### config.mk
export PLATFORM = sky130hd
export DESIGN_NAME = dma_trig_ctrl
export DESIGN_NICKNAME = d
export VERILOG_FILES = /design/src/rtl/dmat_pkg.sv /design/src/rtl/dmat_regs.sv /design/src/rtl/dmat_delay.sv /design/src/rtl/dmat_arb.sv /design/src/rtl/dma_trig_ctrl.sv
export SDC_FILE = /design/constraint.sdc
export NUM_CORES = 2
export LEC_CHECK = 0
export BUFFER_PORTS_ARGS = -buffer_cell sky130_fd_sc_hd__buf_2
export CORE_ASPECT_RATIO = 0.8
export CORE_MARGIN = 10
export CORE_UTILIZATION = 25
export DETAILED_ROUTE_END_ITERATION = 16
export GPL_TIMING_DRIVEN = 0
export PLACE_DENSITY = 0.41
export SYNTH_ARGS = -nofsm -noshare
export SYNTH_HDL_FRONTEND = slang
export SYNTH_SLANG_ARGS = --single-unit
### constraint.sdc
create_clock -name clk -period 2.2 [get_ports clk]
set_clock_uncertainty 0.2 [all_clocks]
set_input_delay 0.11 -clock clk [delete_from_list [all_inputs] [get_ports clk]]
set_output_delay 0.11 -clock clk [all_outputs]
set_load 0.02 [all_outputs]
### src/rtl/dmat_pkg.sv
package dmat_pkg;

    typedef enum logic [1:0] {
        TIM_NOW  = 2'd0,
        TIM_VBL  = 2'd1,
        TIM_HBL  = 2'd2,
        TIM_FIFO = 2'd3
    } tim_e;

    // control word, MSB first; bit positions are decoded by the engine
    typedef struct packed {
        logic       en;      // 15
        logic       irq;     // 14
        tim_e       tim;     // 13:12
        logic       rsv_b;   // 11
        logic       wide;    // 10
        logic       rpt;     // 9
        logic [1:0] sstep;   // 8:7
        logic [1:0] dstep;   // 6:5
        logic [4:0] rsv_a;   // 4:0
    } ctl_t;

    localparam logic [3:0] OFS_SRC_LO = 4'd0;
    localparam logic [3:0] OFS_SRC_HI = 4'd2;
    localparam logic [3:0] OFS_DST_LO = 4'd4;
    localparam logic [3:0] OFS_DST_HI = 4'd6;
    localparam logic [3:0] OFS_COUNT  = 4'd8;
    localparam logic [3:0] OFS_CTL    = 4'd10;

endpackage

### src/rtl/dmat_regs.sv
module dmat_regs
    import dmat_pkg::*;
#(
    parameter int NCH  = 4,
    parameter int AW   = 28,
    parameter int WC_W = 16
) (
    input  logic                          clk,
    input  logic                          rst_n,
    input  logic                          wr_en,
    input  logic [$clog2(NCH)-1:0]        wr_ch,
    input  logic [3:0]                    wr_ofs,
    input  logic [15:0]                   wr_data,
    input  logic [NCH-1:0]                fin_i,
    output ctl_t [NCH-1:0]                ctl_o,
    output logic [NCH-1:0][AW-1:0]        dst_o,
    output logic [NCH-1:0][AW-1:0]        lsrc_o,
    output logic [NCH-1:0][AW-1:0]        ldst_o,
    output logic [NCH-1:0][WC_W:0]        lcnt_o,
    output logic [NCH-1:0]                start_o,
    output logic [NCH-1:0]                cancel_o,
    output logic                          err_o
);
    localparam int HI_W    = AW - 16;
    localparam int CW      = WC_W + 1;
    localparam int LONG_CH = NCH - 1;
    localparam logic [CW-1:0] MAX_LONG  = CW'(2 ** WC_W);
    localparam logic [CW-1:0] MAX_SHORT = CW'(2 ** (WC_W - 2));

    typedef struct packed {
        logic [AW-1:0]   src;
        logic [AW-1:0]   dst;
        logic [WC_W-1:0] wc;
        ctl_t            ctl;
        logic [AW-1:0]   lsrc;
        logic [AW-1:0]   ldst;
        logic [CW-1:0]   lcnt;
    } chan_s;

    typedef struct packed {
        chan_s [NCH-1:0] ch;
        logic            err;
    } st_s;

    st_s  st_d, st_q;
    ctl_t nctl;

    always_comb begin
        st_d     = st_q;
        st_d.err = 1'b0;
        start_o  = '0;
        cancel_o = '0;
        nctl     = ctl_t'(wr_data);
        for (int i = 0; i < NCH; i++) begin
            if (fin_i[i] && !st_q.ch[i].ctl.rpt) st_d.ch[i].ctl.en = 1'b0;
        end
        if (wr_en) begin
            case (wr_ofs)
                OFS_SRC_LO: st_d.ch[wr_ch].src[15:0]   = wr_data;
                OFS_SRC_HI: st_d.ch[wr_ch].src[AW-1:16] = wr_data[HI_W-1:0];
                OFS_DST_LO: st_d.ch[wr_ch].dst[15:0]   = wr_data;
                OFS_DST_HI: st_d.ch[wr_ch].dst[AW-1:16] = wr_data[HI_W-1:0];
                OFS_COUNT:  st_d.ch[wr_ch].wc          = wr_data[WC_W-1:0];
                OFS_CTL: begin
                    if (nctl.en && !st_q.ch[wr_ch].ctl.en) begin
                        st_d.ch[wr_ch].lsrc = st_q.ch[wr_ch].src;
                        st_d.ch[wr_ch].ldst = st_q.ch[wr_ch].dst;
                        if (st_q.ch[wr_ch].wc != '0)
                            st_d.ch[wr_ch].lcnt = CW'(st_q.ch[wr_ch].wc);
                        else if (int'(wr_ch) == LONG_CH)
                            st_d.ch[wr_ch].lcnt = MAX_LONG;
                        else
                            st_d.ch[wr_ch].lcnt = MAX_SHORT;
                        if (nctl.tim == TIM_NOW) start_o[wr_ch]  = 1'b1;
                        else                     cancel_o[wr_ch] = 1'b1;
                    end else begin
                        cancel_o[wr_ch] = 1'b1;
                    end
                    st_d.ch[wr_ch].ctl = nctl;
                end
                default: st_d.err = 1'b1;
            endcase
        end
    end

    always_ff @(posedge clk) begin
        if (!rst_n) st_q <= '0;
        else        st_q <= st_d;
    end

    for (genvar i = 0; i < NCH; i++) begin : g_out
        assign ctl_o[i]  = st_q.ch[i].ctl;
        assign dst_o[i]  = st_q.ch[i].dst;
        assign lsrc_o[i] = st_q.ch[i].lsrc;
        assign ldst_o[i] = st_q.ch[i].ldst;
        assign lcnt_o[i] = st_q.ch[i].lcnt;
    end
    assign err_o = st_q.err;

    // a write to an unused offset leaves every channel register untouched
    a_r1_bad_ofs_no_write: assert property (@(posedge clk) disable iff (!rst_n)
        (wr_en && (wr_ofs[0] || wr_ofs > OFS_CTL) && fin_i == '0) |=> $stable(st_q.ch));

    // the error flag only follows an unused-offset write
    a_r1_err_source: assert property (@(posedge clk) disable iff (!rst_n)
        st_q.err |-> $past(wr_en && (wr_ofs[0] || wr_ofs > OFS_CTL)));

endmodule

### src/rtl/dmat_delay.sv
module dmat_delay #(
    parameter int DLY = 3
) (
    input  logic clk,
    input  logic rst_n,
    input  logic start_i,
    input  logic cancel_i,
    output logic fire_o
);
    localparam int DW = $clog2(DLY + 1);

    logic [DW-1:0] cnt_d, cnt_q;

    always_comb begin
        cnt_d = cnt_q;
        if (cancel_i)          cnt_d = '0;
        else if (start_i)      cnt_d = DW'(DLY);
        else if (cnt_q != '0)  cnt_d = cnt_q - 1'b1;
    end

    always_ff @(posedge clk) begin
        if (!rst_n) cnt_q <= '0;
        else        cnt_q <= cnt_d;
    end

    assign fire_o = (cnt_q == DW'(1)) && !cancel_i;

    // a cancelled countdown never fires on the following cycle
    a_r3_no_fire_after_cancel: assert property (@(posedge clk) disable iff (!rst_n)
        $past(cancel_i) |-> !fire_o);

endmodule

### src/rtl/dmat_arb.sv
module dmat_arb #(
    parameter int NCH      = 4,
    parameter int IRQ_W    = 16,
    parameter int IRQ_BASE = 8
) (
    input  logic                   clk,
    input  logic                   rst_n,
    input  logic [NCH-1:0]         set_i,
    input  logic [NCH-1:0]         clr_i,
    input  logic [NCH-1:0]         done_i,
    input  logic [NCH-1:0]         irq_en_i,
    output logic [NCH-1:0]         grant_o,
    output logic [$clog2(NCH)-1:0] sel_o,
    output logic [NCH-1:0]         fin_o,
    output logic                   busy_o,
    output logic [IRQ_W-1:0]       irq_o
);
    localparam int SW = $clog2(NCH);

    typedef struct packed {
        logic [NCH-1:0]   pend;
        logic [NCH-1:0]   grant;
        logic [SW-1:0]    sel;
        logic             active;
        logic [IRQ_W-1:0] irq;
    } st_s;

    st_s            st_d, st_q;
    logic [NCH-1:0] take;
    logic [SW-1:0]  pick;

    always_comb begin
        pick = '0;
        for (int i = NCH - 1; i >= 0; i--) begin
            if (st_q.pend[i]) pick = SW'(i);
        end
    end

    always_comb begin
        st_d     = st_q;
        st_d.irq = '0;
        fin_o    = '0;
        take     = '0;
        if (st_q.active) begin
            if (done_i[st_q.sel]) begin
                st_d.active     = 1'b0;
                st_d.grant      = '0;
                fin_o[st_q.sel] = 1'b1;
                if (irq_en_i[st_q.sel]) st_d.irq[IRQ_BASE + int'(st_q.sel)] = 1'b1;
            end
        end else if (st_q.pend != '0) begin
            st_d.active = 1'b1;
            st_d.sel    = pick;
            st_d.grant  = NCH'(1) << pick;
            take[pick]  = 1'b1;
        end
        st_d.pend = (st_q.pend & ~clr_i & ~take) | set_i;
    end

    always_ff @(posedge clk) begin
        if (!rst_n) st_q <= '0;
        else        st_q <= st_d;
    end

    assign grant_o = st_q.grant;
    assign sel_o   = st_q.sel;
    assign busy_o  = st_q.pend != '0;
    assign irq_o   = st_q.irq;

    // never more than one channel granted
    a_r6_one_grant: assert property (@(posedge clk) disable iff (!rst_n)
        $onehot0(st_q.grant));

    // a fresh grant goes to a channel that was pending
    a_r6_grant_was_pending: assert property (@(posedge clk) disable iff (!rst_n)
        (st_q.grant != '0 && $past(st_q.grant) == '0) |-> (($past(st_q.pend) & st_q.grant) != '0));

    // no lower-numbered channel was pending when a grant was issued
    a_r6_lowest_first: assert property (@(posedge clk) disable iff (!rst_n)
        (st_q.grant != '0 && $past(st_q.grant) == '0) |-> (($past(st_q.pend) & (st_q.grant - 1'b1)) == '0));

    // an interrupt pulse follows a done pulse while a grant was held
    a_r9_irq_after_done: assert property (@(posedge clk) disable iff (!rst_n)
        (st_q.irq != '0) |-> ($past(st_q.active) && $past(done_i) != '0));

    // interrupt pulses last a single cycle
    a_r9_irq_pulse: assert property (@(posedge clk) disable iff (!rst_n)
        (st_q.irq != '0) |=> (st_q.irq == '0));

endmodule

### src/rtl/dma_trig_ctrl.sv
module dma_trig_ctrl
    import dmat_pkg::*;
#(
    parameter int NCH      = 4,
    parameter int AW       = 28,
    parameter int WC_W     = 16,
    parameter int DLY      = 3,
    parameter int FIFO_LO  = 1,
    parameter int FIFO_HI  = 2,
    parameter int IRQ_W    = 16,
    parameter int IRQ_BASE = 8
) (
    input  logic                   clk,
    input  logic                   rst_n,
    input  logic                   wr_en,
    input  logic [$clog2(NCH)-1:0] wr_ch,
    input  logic [3:0]             wr_ofs,
    input  logic [15:0]            wr_data,
    output logic                   acc_err,
    input  logic                   vbl_stb,
    input  logic                   hbl_stb,
    input  logic                   fifo_req,
    input  logic [AW-1:0]          fifo_addr,
    input  logic [NCH-1:0]         done,
    output logic [NCH-1:0]         grant,
    output logic [AW-1:0]          xfer_src,
    output logic [AW-1:0]          xfer_dst,
    output logic [WC_W:0]          xfer_cnt,
    output logic [15:0]            xfer_ctl,
    output logic                   busy,
    output logic [IRQ_W-1:0]       irq_vec
);
    localparam int SW = $clog2(NCH);

    ctl_t [NCH-1:0]         ctl;
    logic [NCH-1:0][AW-1:0] dst, lsrc, ldst;
    logic [NCH-1:0][WC_W:0] lcnt;
    logic [NCH-1:0]         start, cancel, fire, trig, fin, irq_en;
    logic [SW-1:0]          sel;

    dmat_regs #(.NCH(NCH), .AW(AW), .WC_W(WC_W)) u_regs (
        .clk      (clk),
        .rst_n    (rst_n),
        .wr_en    (wr_en),
        .wr_ch    (wr_ch),
        .wr_ofs   (wr_ofs),
        .wr_data  (wr_data),
        .fin_i    (fin),
        .ctl_o    (ctl),
        .dst_o    (dst),
        .lsrc_o   (lsrc),
        .ldst_o   (ldst),
        .lcnt_o   (lcnt),
        .start_o  (start),
        .cancel_o (cancel),
        .err_o    (acc_err)
    );

    for (genvar i = 0; i < NCH; i++) begin : g_chan
        localparam bit FIFO_OK = (i >= FIFO_LO) && (i <= FIFO_HI);

        dmat_delay #(.DLY(DLY)) u_dly (
            .clk      (clk),
            .rst_n    (rst_n),
            .start_i  (start[i]),
            .cancel_i (cancel[i]),
            .fire_o   (fire[i])
        );

        assign trig[i] = ctl[i].en &&
                         ((ctl[i].tim == TIM_VBL && vbl_stb) ||
                          (ctl[i].tim == TIM_HBL && hbl_stb) ||
                          (FIFO_OK && ctl[i].tim == TIM_FIFO && fifo_req && dst[i] == fifo_addr));
        assign irq_en[i] = ctl[i].irq;

        // channels outside the FIFO range never pend on a FIFO request alone
        if (!FIFO_OK) begin : g_nofifo
            a_r5_fifo_range: assert property (@(posedge clk) disable iff (!rst_n)
                (fifo_req && !vbl_stb && !hbl_stb && !fire[i]) |-> !trig[i]);
        end
    end

    dmat_arb #(.NCH(NCH), .IRQ_W(IRQ_W), .IRQ_BASE(IRQ_BASE)) u_arb (
        .clk      (clk),
        .rst_n    (rst_n),
        .set_i    (trig | fire),
        .clr_i    (cancel),
        .done_i   (done),
        .irq_en_i (irq_en),
        .grant_o  (grant),
        .sel_o    (sel),
        .fin_o    (fin),
        .busy_o   (busy),
        .irq_o    (irq_vec)
    );

    assign xfer_src = lsrc[sel];
    assign xfer_dst = ldst[sel];
    assign xfer_cnt = lcnt[sel];
    assign xfer_ctl = 16'(ctl[sel]);

endmodule

==> flow_metrics.tcl <==
set metrics [dict create \
    worstPathRequired_ns 2.59 \
    routabilityCongestion 0.9143 \
    place_hpwl_microns 95210 \
    drc 0 \
    cts_root_buffer "clkbuf_16" \
    cap_violations 0 \
    fin_crit_ns 2.666 \
    vdd_drop_max_mv 0.4919 \
    setup_tns_ns -26.75 \
    holdWs_ns -0.02167 \
    synth_top_family_by_area "simple AND/OR/NAND/NOR gates" \
    vias 25630 \
    grt_pass1_wl_microns 190400 \
    layout_setup_ws_ns -0.4658 \
    initial_core_util_pct 25.26 \
    syn-cell-area_sq_um 30070 \
    dpl_worst_slack_ns -1.482 \
    yosysWarnings 0 \
    worstHoldPathType "primary input to register" \
    critPathCaptureType "register" \
    synth_mux_area_share_pct 12.85 \
    insertion_delay_ns 0.67 \
    core_region_area_sq_um 119000 \
    htreeDepth 3 \
    synthAdderAreaFrac_pct 0.3329 \
    cts_made_buffers 76 \
    synthCells 3141 \
    chipWidth_microns 407.7 \
    nets 3531 \
    via_per_inst 4.999 \
    cts.clk_slew.worst_paths_ns 0.06 \
    synth_edf_count 0 \
    port_buffers 147 \
    wl_per_cell_microns 26.40 \
    clockBufferDepth 3 \
    antenna_found_initial 15 \
    rsz0062_at_grt "yes" \
    ios 171 \
    rrSetupSlack_ns -0.47 \
    pwr_density_cell_nw_per_um2 802.9 \
    dieArea_sq_um 134600 \
    fmax_mhz 375.1 \
    outcome "finished with violations" \
    maxSlewViolCount 0 \
    synthSimpleGateAreaFrac_pct 18.05 \
    synth_compound_area_share_pct 17.49 \
    grt_pass1_vias 24760 \
    ys.flop_type "dfxtp_1" \
    chipHeight_microns 330.2 \
    violations "hold timing, setup timing" \
    leakage_nw 12.29 \
    cp.arrival_ns 3.06 \
    drt_iter0_drc 2408 \
    slew_headroom_pct 1.207 \
    syn_area_per_cell_sq_um 9.572 \
    track_usage_pct 19.35 \
    hold_depth 6 \
    start_kind "register" \
    cts_tree "built" \
    drt-pass1-iter-count 7 \
    synth-async-reset-ratio_pct 0 \
    yosysSeqAreaShare_pct 44.48 \
    cp_max_fo 2 \
    synthXorXnorAreaFrac_pct 1.748 \
    gr-total-overflow 0 \
    critPathKind "register to register" \
    area_growth_pct 24.66 \
    drive_gt1_share_pct 19.16 \
    clock_sinks 668 \
    synth_seq_cells 668 \
    setup_viol_count_final 95 \
    routed_wirelength_microns 135300 \
    finalHoldViolCount 4 \
    grt_max_degree 14 \
    ant_nets 0 \
    rr_worst_depth 6 \
    tightest_slew_ns 1.482 \
    finalCritPeriodShare_pct 121.2 \
    synth_cell_types 56 \
    rows 113 \
]
[metrics by stage]
step	power (mW)	util (%)	instance area [sq um]	std cells	hold slack, ns
6_report	30.09	31.48	37480	5126	-0.02167
5_1_grt	31.06	31.48	37470	5124	0.02840
4_1_cts	29.99	31.00	36900	5111	0.008007
3_5_place_dp	16.26	27.60	32860	4909	0.2421
3_3_place_gp	16.27	27.60	32860	4909	0.2383
2_1_floorplan	14.83	-	30110	3152	0.05942
[report_power, final]
part / total, mW / internal (mW) / switching (mW)
Sequential: 12.4 / 12.2 / 0.158
Combinational: 4.92 / 2.20 / 2.72
Clock: 12.8 / 7.28 / 5.49
Total: 30.1 / 21.7 / 8.37
[worst max-delay path: stages (launching register included)]
cell and delay [ns]:
dfxtp_4 0.36, xnor2_4 0.26, nand4_1 0.44, or4_4 0.57
nor4_4 0.48, o211ai_1 0.17, o21ai_1 0.12
[Yosys cell counts, types with 8 or more instances]
master / instances / share of area [%]
buf_2: 68 / 1.1
nand4_1: 21 / 0.44
buf_4: 40 / 1.0
clkbuf_1: 192 / 2.4
nand2b_1: 9 / 0.19
dfxtp_1: 668 / 44
xnor2_1: 50 / 1.5
a22oi_1: 9 / 0.22
nand2_1: 856 / 11
nand3_1: 35 / 0.58
a21boi_1: 233 / 5.8
ha_1: 8 / 0.33
a32oi_1: 183 / 5.3
mux2i_1: 17 / 0.57
mux4_2: 163 / 12
nor2_1: 26 / 0.32
nor2b_1: 214 / 4.5
a21oi_1: 14 / 0.23
o21ai_0: 22 / 0.37
a21boi_0: 201 / 5.0
xor2_1: 10 / 0.29
inv_1: 9 / 0.11
o21ai_1: 9 / 0.15
nand3b_1: 8 / 0.20
[worst paths after layout]
| path | from | to |
|---|---|---|
| min | wr_ofs[1] | u_regs.st_q[483]$_SDFFE_PN0P_ |
| min reg2reg | u_regs.lsrc_o[103]$_SDFFE_PN0P_ | u_regs.lsrc_o[103]$_SDFFE_PN0P_ |
| max reg2reg | u_regs.dst_o[65]$_SDFFE_PN0P_ | u_arb.st_q[25]$_SDFF_PN0_ |
| max | u_regs.dst_o[65]$_SDFFE_PN0P_ | u_arb.st_q[25]$_SDFF_PN0_ |
[cells by family after synthesis]
kind of cell	count (synthesis)
other	1
and+or+nand+nor	1213
xor gates and xnor gates	60
buffers and inverters	326
adders and majority gates	8
AOI/OAI and AO/OA	683
DFF	668
muxes	182
[cell type report]
| cell class | instances | area, sq um |
|---|---|---|
| antenna | 3 | 7.507 |
| inverter | 9 | 33.78 |
| tap | 1610 | 2014 |
| sequential | 668 | 13390 |
| clock inverter | 16 | 140.1 |
| multi-input combinational | 2158 | 15430 |
| fill | 12550 | 81570 |
| clock buffer | 112 | 2251 |
| buffer | 311 | 1852 |
| timing repair buffer | 239 | 2359 |
[sequential cells by signal (all words and copies together) (netlist names)]
| signal | flops |
|---|---|
| g_chan.u_dly.cnt_q | 8 |
| u_arb.grant_o | 4 |
| u_arb.irq_o | 4 |
| u_arb.sel_o | 2 |
| u_arb.st_q | 5 |
| u_regs.ctl_o | 64 |
| u_regs.dst_o | 112 |
| u_regs.err_o | 1 |
| u_regs.lcnt_o | 68 |
| u_regs.ldst_o | 112 |
| u_regs.lsrc_o | 112 |
| u_regs.st_q | 176 |
[cells in the final DEF, fill, tap and decap left out, types with 13 or more instances in the layout]
cell type      Yosys  final
dlygate4sd3_1      0     48
nand3_1           35     33
nor2_1            26     22
a21oi_1           14     13
buf_6              7    107
clkbuf_2           3     28
clkbuf_16          0     88
buf_4             40     57
a32oi_1          183    183
mux2i_1           17     17
a21boi_1         233    235
nor2b_1          214    214
xnor2_1           50     48
clkbuf_8           0     17
o21ai_0           22     21
buf_2             68    112
a21boi_0         201    199
nand4_1           21     21
clkbuf_1         192    167
nand2_1          856    855
dfxtp_1          668    664
mux4_2           163    163
[timing repair]
| action | CTS | global route |
|---|---|---|
| cloned | 5 | 5 |
| buffers inserted | 21 | 15 |
| setup endpoints to repair | 266 | 665 |
| resized for setup | 252 | 145 |
| hold buffers | 50 | 0 |
| pin swaps | 15 | 15 |
| hold endpoints to repair | 112 | 0 |
[routing by layer]
layer	up-vias	global-route usage [%]	wire length (microns)
li1	11640	-	-
met1	12810	27.57	63920
met2	966	27.75	55140
met3	202	5.854	12380
met4	18	5.809	3772
met5	-	0	118
Note: power is estimated with default switching activity, not from simulation.
